$ cat src/rtl/scl_pu_pkg.sv
package scl_pu_pkg;
  localparam int unsigned SYNC_STAGES = 2;

  typedef enum logic [1:0] {
    ARM_IDLE      = 2'd0,
    ARM_WAIT_LOW  = 2'd1,
    ARM_WAIT_HIGH = 2'd2
  } arm_e;
endpackage

$ cat src/rtl/scl_pu_sync.sv
module scl_pu_sync #(
  parameter int unsigned STAGES = 2,
  parameter logic        RST_VAL = 1'b0
) (
  input  logic clk_i,
  input  logic rst_ni,
  input  logic d_i,
  output logic q_o
);
  logic [STAGES-1:0] pipe_q;

  generate
    if (STAGES == 1) begin : g_one
      always_ff @(posedge clk_i or negedge rst_ni)
        if (!rst_ni) pipe_q <= RST_VAL;
        else         pipe_q <= d_i;
    end else begin : g_many
      always_ff @(posedge clk_i or negedge rst_ni)
        if (!rst_ni) pipe_q <= {STAGES{RST_VAL}};
        else         pipe_q <= {pipe_q[STAGES-2:0], d_i};
    end
  endgenerate

  assign q_o = pipe_q[STAGES-1];
endmodule

$ cat src/rtl/scl_pu_mode_edge.sv
module scl_pu_mode_edge (
  input  logic clk_i,
  input  logic rst_ni,
  input  logic hs_mode_i,
  output logic hs_rise_o
);
  // reset high: a flag already set at reset release does not arm
  logic prev_q;

  always_ff @(posedge clk_i or negedge rst_ni)
    if (!rst_ni) prev_q <= 1'b1;
    else         prev_q <= hs_mode_i;

  assign hs_rise_o = hs_mode_i & ~prev_q;
endmodule

$ cat src/rtl/scl_pu_core.sv
module scl_pu_core
  import scl_pu_pkg::*;
(
  input  logic clk_i,
  input  logic rst_ni,
  input  logic scl_s_i,
  input  logic drive_low_i,
  input  logic hs_mode_i,
  input  logic hs_rise_i,
  input  logic rep_start_i,
  input  logic ack_done_i,
  input  logic stop_i,
  output logic active_o
);
  arm_e arm_q, arm_d;
  logic active_q, active_d;

  always_comb begin
    arm_d    = arm_q;
    active_d = active_q;
    if (!hs_mode_i || stop_i) begin
      arm_d    = ARM_IDLE;
      active_d = 1'b0;
    end else if (hs_rise_i) begin
      arm_d    = ARM_WAIT_HIGH;
      active_d = 1'b0;
    end else if (rep_start_i || ack_done_i) begin
      arm_d    = ARM_WAIT_LOW;
      active_d = 1'b0;
    end else begin
      unique case (arm_q)
        ARM_WAIT_LOW:  if (!scl_s_i) arm_d = ARM_WAIT_HIGH;
        ARM_WAIT_HIGH: if (scl_s_i && !drive_low_i) begin
          arm_d    = ARM_IDLE;
          active_d = 1'b1;
        end
        default: ;
      endcase
    end
  end

  always_ff @(posedge clk_i or negedge rst_ni)
    if (!rst_ni) begin
      arm_q    <= ARM_IDLE;
      active_q <= 1'b0;
    end else begin
      arm_q    <= arm_d;
      active_q <= active_d;
    end

  assign active_o = active_q;


  sync_high_before_en_chk: assert property (@(posedge clk_i) disable iff (!rst_ni)
    $rose(active_q) |-> $past(scl_s_i) && !$past(drive_low_i));

  rep_start_drop_chk: assert property (@(posedge clk_i) disable iff (!rst_ni)
    (hs_mode_i && rep_start_i) |=> !active_q);

  ack_drop_chk: assert property (@(posedge clk_i) disable iff (!rst_ni)
    (hs_mode_i && ack_done_i) |=> !active_q);

  no_reen_from_wait_low_chk: assert property (@(posedge clk_i) disable iff (!rst_ni)
    (arm_q == ARM_WAIT_LOW) |=> !active_q);

  stop_clear_chk: assert property (@(posedge clk_i) disable iff (!rst_ni)
    stop_i |=> !active_q && arm_q == ARM_IDLE);

  mode_fall_chk: assert property (@(posedge clk_i) disable iff (!rst_ni)
    !hs_mode_i |=> !active_q);
endmodule

$ cat src/rtl/scl_cs_pullup_ctrl.sv
module scl_cs_pullup_ctrl
  import scl_pu_pkg::*;
(
  input  logic clk_i,
  input  logic rst_ni,
  input  logic scl_i,
  input  logic scl_drive_low_i,
  input  logic hs_mode_i,
  input  logic rep_start_i,
  input  logic ack_done_i,
  input  logic stop_i,
  output logic pu_en_o
);
  logic scl_s, hs_rise, active;

  scl_pu_sync #(.STAGES(SYNC_STAGES), .RST_VAL(1'b0)) u_sync (
    .clk_i(clk_i), .rst_ni(rst_ni), .d_i(scl_i), .q_o(scl_s)
  );

  scl_pu_mode_edge u_edge (
    .clk_i(clk_i), .rst_ni(rst_ni), .hs_mode_i(hs_mode_i), .hs_rise_o(hs_rise)
  );

  scl_pu_core u_core (
    .clk_i(clk_i), .rst_ni(rst_ni), .scl_s_i(scl_s), .drive_low_i(scl_drive_low_i),
    .hs_mode_i(hs_mode_i), .hs_rise_i(hs_rise), .rep_start_i(rep_start_i),
    .ack_done_i(ack_done_i), .stop_i(stop_i), .active_o(active)
  );

  // never fight the master's own pull-down
  assign pu_en_o = active & ~scl_drive_low_i;


  no_fight_chk: assert property (@(posedge clk_i) disable iff (!rst_ni)
    scl_drive_low_i |-> !pu_en_o);

  fs_off_chk: assert property (@(posedge clk_i) disable iff (!rst_ni)
    (!hs_mode_i && !$past(hs_mode_i)) |-> !pu_en_o);
endmodule

$ cat config.mk
export PLATFORM = sky130hd
export DESIGN_NAME = scl_cs_pullup_ctrl
export DESIGN_NICKNAME = d
export VERILOG_FILES = /design/src/rtl/scl_pu_pkg.sv /design/src/rtl/scl_pu_sync.sv /design/src/rtl/scl_pu_mode_edge.sv /design/src/rtl/scl_pu_core.sv /design/src/rtl/scl_cs_pullup_ctrl.sv
export SDC_FILE = /design/constraint.sdc
export NUM_CORES = 1
export LEC_CHECK = 0
export BUFFER_PORTS_ARGS = -buffer_cell sky130_fd_sc_hd__buf_2
export CAP_MARGIN = 20
export CORE_AREA = 2 2 39 41
export DETAILED_ROUTE_END_ITERATION = 12
export DIE_AREA = 0 0 41 43
export GPL_TIMING_DRIVEN = 0
export SETUP_SLACK_MARGIN = 0.2
export SKIP_CTS_REPAIR_TIMING = 1
export SLEW_MARGIN = 10
export SYNTH_ARGS = -nofsm -noshare
export SYNTH_HDL_FRONTEND = slang
export SYNTH_SLANG_ARGS = --single-unit
export TNS_END_PERCENT = 10
$ cat constraint.sdc
create_clock -name clk_i -period 2.65 [get_ports clk_i]
set_clock_uncertainty 0.1 [all_clocks]
set_input_delay 0.1325 -clock clk_i [delete_from_list [all_inputs] [get_ports clk_i]]
set_output_delay 0.1325 -clock clk_i [all_outputs]
set_load 0.02 [all_outputs]
==> qor.yml, run 1 <==
combPwrFrac: 0.114
timing.final.ws_setup_ns: 0.983
critPathLaunch: "u_core.arm_q[0]"
fin_nets: 55
worst_slew_pin_slew_ns: 0.190
worstHoldPathType: "input port to register"
status: "finished clean"
fin_crit_sh: 0.629
slew_violations: 0
dp_worst_setup_slack_ns: 1.20
dr.pass1.iters: 2
final_area_um2: 419
mostFrequentLayoutCells: "8 x buf_2, 5 x dlygate4sd3_1, 5 x dfrtp_1"
power_leakage_nw: 0.198
finalSetupViolCount: 0
synth.area.mux_share: 0
routabilityCongestion: 0.684
power_density_mw_per_mm2: 501
initial_utilization: 0.204
ys_ff_latch: 6
wl_um: 490
dieArea_mm2: 0.00176
pin_count: 9
drt_iter0_markers: 2
diodes: 0
drc: 0
track_usage: 0.0800
internal_power_w: 0.000166
cpPeakStageDelay_ns: 0.55
syn_area_um2: 283
fin_util: 0.303
reg2reg_depth: 5
sw_frac_of_total: 0.208
ir_worst_vdd_mv: 0.237
worstSetupPathType: "register to register"
critical_path.max_fanout: 4
critPathLaunchType: "register"
worst_ep_required_time_ns: 2.67
post-route-min-period_ns: 1.67
synthAdderAreaFrac: 0.0885
cts_tree: "yes"
syn_to_final_growth_pct: 48.2
worstSetupEndpointType: "register"
synth_compound_area_frac: 0.155
port_buffers: 8
vias: 262
rows: 14
cts_max_level: 1
crit_arrival_ns: 1.69
syn-num-nets: 37
synth-simple-area-share: 0.168
grt_max_degree: 7
synth_top_family_by_area: "simple AND/OR/NAND/NOR gates"
netlist_instances: 27
clockBufferDepth: 2
layout.cells.most_common: "buf_2"
dpl_cell_area_um2: 343
grt_pass1_wl_um: 917
clk_latency_ns: 0.24
antenna_found_initial: 0
grt-ovfl-total: 0
r2r_setup_slack_ns: 0.98
hpwl_um: 383
yosys.area_share.xor_xnor: 0
cts_buffers: 3
worstReg2RegStart: "u_core.arm_q[0]"
clockPowerShare: 0.417
fmax_ghz: 0.600
viasPerCell: 4.37
post_drt_wl_per_cell_um: 8.17
grt_pass1_vias: 264
avgSynthCellArea_um2: 10.5
clkTransAtPathRegs_ns: 0.05
seqPwrFrac: 0.469
cts.sinks: 6
total_power_w: 0.000210
fp.dieH_um: 43
path_cells: "inv_1 > ha_1 > a31oi_1 > nor4_1 > dlygate4sd3_1"
tns_ns: 0
hold_viol_final: 0
ys_types: 15
crit_slowest_cell: "dlygate4sd3_1"
root_buffer: "clkbuf_4"
core_mm2: 0.00138
die_w_um: 41
drive_above_1_share: 0.273
r2r_end: "u_core.active_o"
yosysWarnings: 0
ys_seq_area_frac: 0.535
relSlewSlack: 0.872
cap_violations: 0
endpoint: "u_core.active_o"
rsz0062_at_grt: "no"
antenna_left: 0
p_sw_w: 0.0000436
sequential cells by signal, summed over array words and instances (netlist names):
name             cells
u_core.arm_q         2
u_sync.pipe_q        2
u_core.active_o      1
u_edge.prev_q        1
final cells by class:
type | instances | area, µm²
Clock buffer | 4 | 26.3
Fill cell | 156 | 965
Inverter | 4 | 15.0
Multi-Input combinational cell | 17 | 116
Sequential cell | 6 | 151
Tap cell | 16 | 20.0
Timing Repair Buffer | 13 | 90.1
critical path, delay by kind of cell (launching register included):
kind	cells	cell delay, ns
buffers and inverters	2	0.60
and+or+nand+nor	1	0.06
adders and majority gates	1	0.23
AOI/OAI and AO/OA	1	0.20
DFF	1	0.36
how the worst min path moves through the flow:
stage / startpoint / cells after the start / slack (ns) / endpoint
6_report: stop_i / 3 / 0.04 / u_core.arm_q[1]
5_1_grt: stop_i / 3 / 0.06 / u_core.arm_q[1]
4_1_cts: rst_ni / 1 / -0.40 / u_sync.pipe_q[0]
3_5_place_dp: rst_ni / 1 / -0.14 / u_core.arm_q[1]
3_3_place_gp: rst_ni / 1 / -0.14 / u_core.arm_q[1]
2_1_floorplan: rst_ni / 0 / -0.26 / u_core.active_o
routing by layer:
metal / wire (µm) / vias to the layer above / track usage / part of all wire
li1: - / 130 / - / -
met1: 200 / 121 / 0.0828 / 0.41
met2: 254 / 9 / 0.122 / 0.52
met3: 26 / 2 / 0.0157 / 0.053
met4: 8 / 0 / 0.0800 / 0.016
met5: 0 / - / 0 / 0
through the flow:
stage	hold slack, ns	std cells
after floorplan	-0.263	27
after global placement	-0.139	51
after detailed placement	-0.137	51
after CTS	-0.398	55
after global routing	0.0575	60
final	0.0375	60
Yosys cell counts (all sizes together):
| library cell | count | area, µm² |
|---|---|---|
| a32oi | 1 | 8.76 |
| ha | 2 | 25.0 |
| nor2b | 1 | 6.26 |
| a21oi | 2 | 10.0 |
| a31oi | 1 | 6.26 |
| a221o | 1 | 10.0 |
| dfstp | 1 | 26.3 |
| nand2 | 1 | 3.75 |
| nand2b | 2 | 12.5 |
| o221ai | 1 | 8.76 |
| nor4 | 1 | 6.26 |
| nand3b | 1 | 7.51 |
| nor2 | 3 | 11.3 |
| inv | 4 | 15.0 |
| dfrtp | 5 | 125 |
cell families after synthesis:
logic type,after synthesis
simple gates,9
flops,6
buf+inv,4
compound gates,6
fa+ha+maj,2
power groups by stage:
stage	Clock [W]	Sequential [W]	Combinational (W)
6_report	0.0000875	0.0000984	0.0000240
3_3_place_gp	0	0.0000997	0.0000193
3_5_place_dp	0	0.0000998	0.0000196
4_1_cts	0.0000922	0.0000984	0.0000199
2_1_floorplan	0	0.0000993	0.0000103
5_1_grt	0.0000956	0.0000988	0.0000276
(Power assumes the default switching activity.)
==> inputs of run 2 (changes only) <==
==> constraint.sdc (replaced) <==
create_clock -name clk_i -period 1.5 [get_ports clk_i]
set_clock_uncertainty 0.1 [all_clocks]
set_input_delay 0.075 -clock clk_i [delete_from_list [all_inputs] [get_ports clk_i]]
set_output_delay 0.075 -clock clk_i [all_outputs]
set_load 0.02 [all_outputs]
==> qor.yml, run 2 (same netlist as run 1, synthesis figures left out) <==
status: "finished clean"
worstReg2RegStart: "u_core.arm_q[1]"
fmax_ghz: 0.721  # +20%
fin_util: 0.327  # +0.0244
final_area_um2: 453  # +8.1%
multi_input_area_um2: 131  # +13%
viasPerCell: 4.24  # -2.9%
cts.sinks: 6  # unchanged
drive_above_1_share: 0.370  # +0.0968
final-seq-area_um2: 153  # +0.83%
drt_iter0_markers: 0  # -2
cts_buffers: 3  # unchanged
post_drt_wl_per_cell_um: 9.35  # +15%
diodes: 0  # unchanged
top_regs: "u_core.arm_q x2, u_sync.pipe_q x2"
grt_max_degree: 7  # unchanged
dr.pass1.iters: 1  # -1
r2r_end: "u_core.arm_q[1]"
clk_latency_ns: 0.24  # about the same
mostFrequentLayoutCells: "8 x buf_2, 6 x dlygate4sd3_1, 4 x dfrtp_1"
port_buffers: 8  # unchanged
fin_crit_sh: 0.925  # +0.296
reg2reg_depth: 5  # unchanged
fp.dieH_um: 43  # unchanged
critPathLaunch: "u_core.arm_q[1]"
layout.cells.most_common: "buf_2"
fin_nets: 57  # +3.6%
initial_utilization: 0.204  # unchanged
die_w_um: 41  # unchanged
root_buffer: "clkbuf_4"
ir_worst_vdd_mv: 0.411  # +74%
grt_pass1_wl_um: 897  # -2.2%
grt-ovfl-total: 0  # unchanged
worstSetupEndpointType: "register"
wl_um: 580  # +18%
grt_pass1_vias: 256  # -3.0%
rsz0062_at_grt: "yes"
power_density_mw_per_mm2: 841  # +68%
drc: 0  # unchanged
r2r_setup_slack_ns: 0.11  # -0.87 ns
slew_violations: 0  # unchanged
finalSetupViolCount: 0  # unchanged
critPathLaunchType: "register"
worstHoldPathType: "input port to async pin"
hpwl_um: 417  # +8.9%
dpl_cell_area_um2: 343  # unchanged
rows: 14  # unchanged
critical_path.max_fanout: 3  # -1
final.fill_count: 146  # -6.4%
crit_arrival_ns: 1.44  # -0.25 ns
track_usage: 0.0790  # -0.00101
clockBufferDepth: 2  # unchanged
cts_max_level: 1  # unchanged
power_leakage_nw: 0.204  # +2.8%
vias: 263  # +0.38%
endpoint: "u_core.arm_q[1]"
tns_ns: 0  # unchanged
worst_ep_required_time_ns: 1.56  # -1.11 ns
post-route-min-period_ns: 1.39  # -0.279 ns
antenna_found_initial: 0  # unchanged
routabilityCongestion: 0.685  # +0.15%
cts_tree: "yes"
antenna_left: 0  # unchanged
relSlewSlack: 0.865  # -0.00681
pin_count: 9  # unchanged
core_mm2: 0.00138  # unchanged
dieArea_mm2: 0.00176  # unchanged
worst_slew_pin_slew_ns: 0.200  # +0.0101 ns
clkTransAtPathRegs_ns: 0.05  # about the same
worstSetupPathType: "register to register"
cap_violations: 0  # unchanged
syn_to_final_growth_pct: 60.2
hold_viol_final: 0  # unchanged
## run 2: cell count changes in the layout (fill, tap and decap cells not counted)
| cell | previous run | this run |
|---|---|---|
| ha_1 | 2 | 0 |
| buf_4 | 0 | 1 |
| dfrtp_1 | 5 | 4 |
| dfrtp_2 | 0 | 1 |
| dlygate4sd3_1 | 5 | 6 |
| ha_2 | 0 | 1 |
| ha_4 | 0 | 1 |
| inv_1 | 4 | 3 |
| inv_2 | 0 | 1 |
## run 2: area by class of cell
type                    count  area share
multi-input cells          17       0.290
repair buffers             15       0.238
inverters                   4      0.0331
flip-flops and latches      6       0.337
clock buffers               4      0.0580
well taps                  16      0.0442
## run 2: worst min-delay path by stage
stage,startpoint,end,slack (ns),cells after the start
after detailed placement,rst_ni,u_core.arm_q[1],-0.19,1
after CTS,rst_ni,u_core.active_o,-0.46,1
after global placement,rst_ni,u_core.arm_q[1],-0.20,1
after floorplan,rst_ni,u_core.active_o,-0.32,0
after global routing,rst_ni,u_core.active_o,0.10,2
final,rst_ni,u_core.active_o,0.09,2
## run 2: layer usage
| layer | up-vias | track usage | wire length, µm |
|---|---|---|---|
| met1 | 123 | 0.0762 | 237 |
| met2 | 7 | 0.125 | 322 |
| met4 | 0 | 0.0800 | 0 |
| met3 | 0 | 0.0157 | 21 |
| met5 | - | 0 | 0 |
| li1 | 133 | - | - |
## run 2: where the power goes
group          internal [W]  switching [W]  leakage [nW]  total [W]
Combinational     0.0000305      0.0000214         0.115  0.0000519
Sequential         0.000170     0.00000465        0.0733   0.000175
Clock              0.000100      0.0000539        0.0150   0.000154
Total              0.000301      0.0000800         0.204   0.000381
## run 2: critical path: stages, from the launching register on
cell and delay [ns]:
dfrtp_2 0.43, ha_4 0.28, nor2_1 0.04, a32oi_1 0.19, o221ai_1 0.12, a21oi_1 0.15
## run 2: stage by stage
stage               power (W)  hold WS, ns  setup slack, ns  cells
finish               0.000381       0.0885            0.113     62
global route         0.000407        0.104           0.0102     62
CTS                  0.000374       -0.456            0.106     55
detailed placement   0.000211       -0.194            0.104     51
global placement     0.000210       -0.197            0.130     51
floorplan            0.000193       -0.321            0.208     27
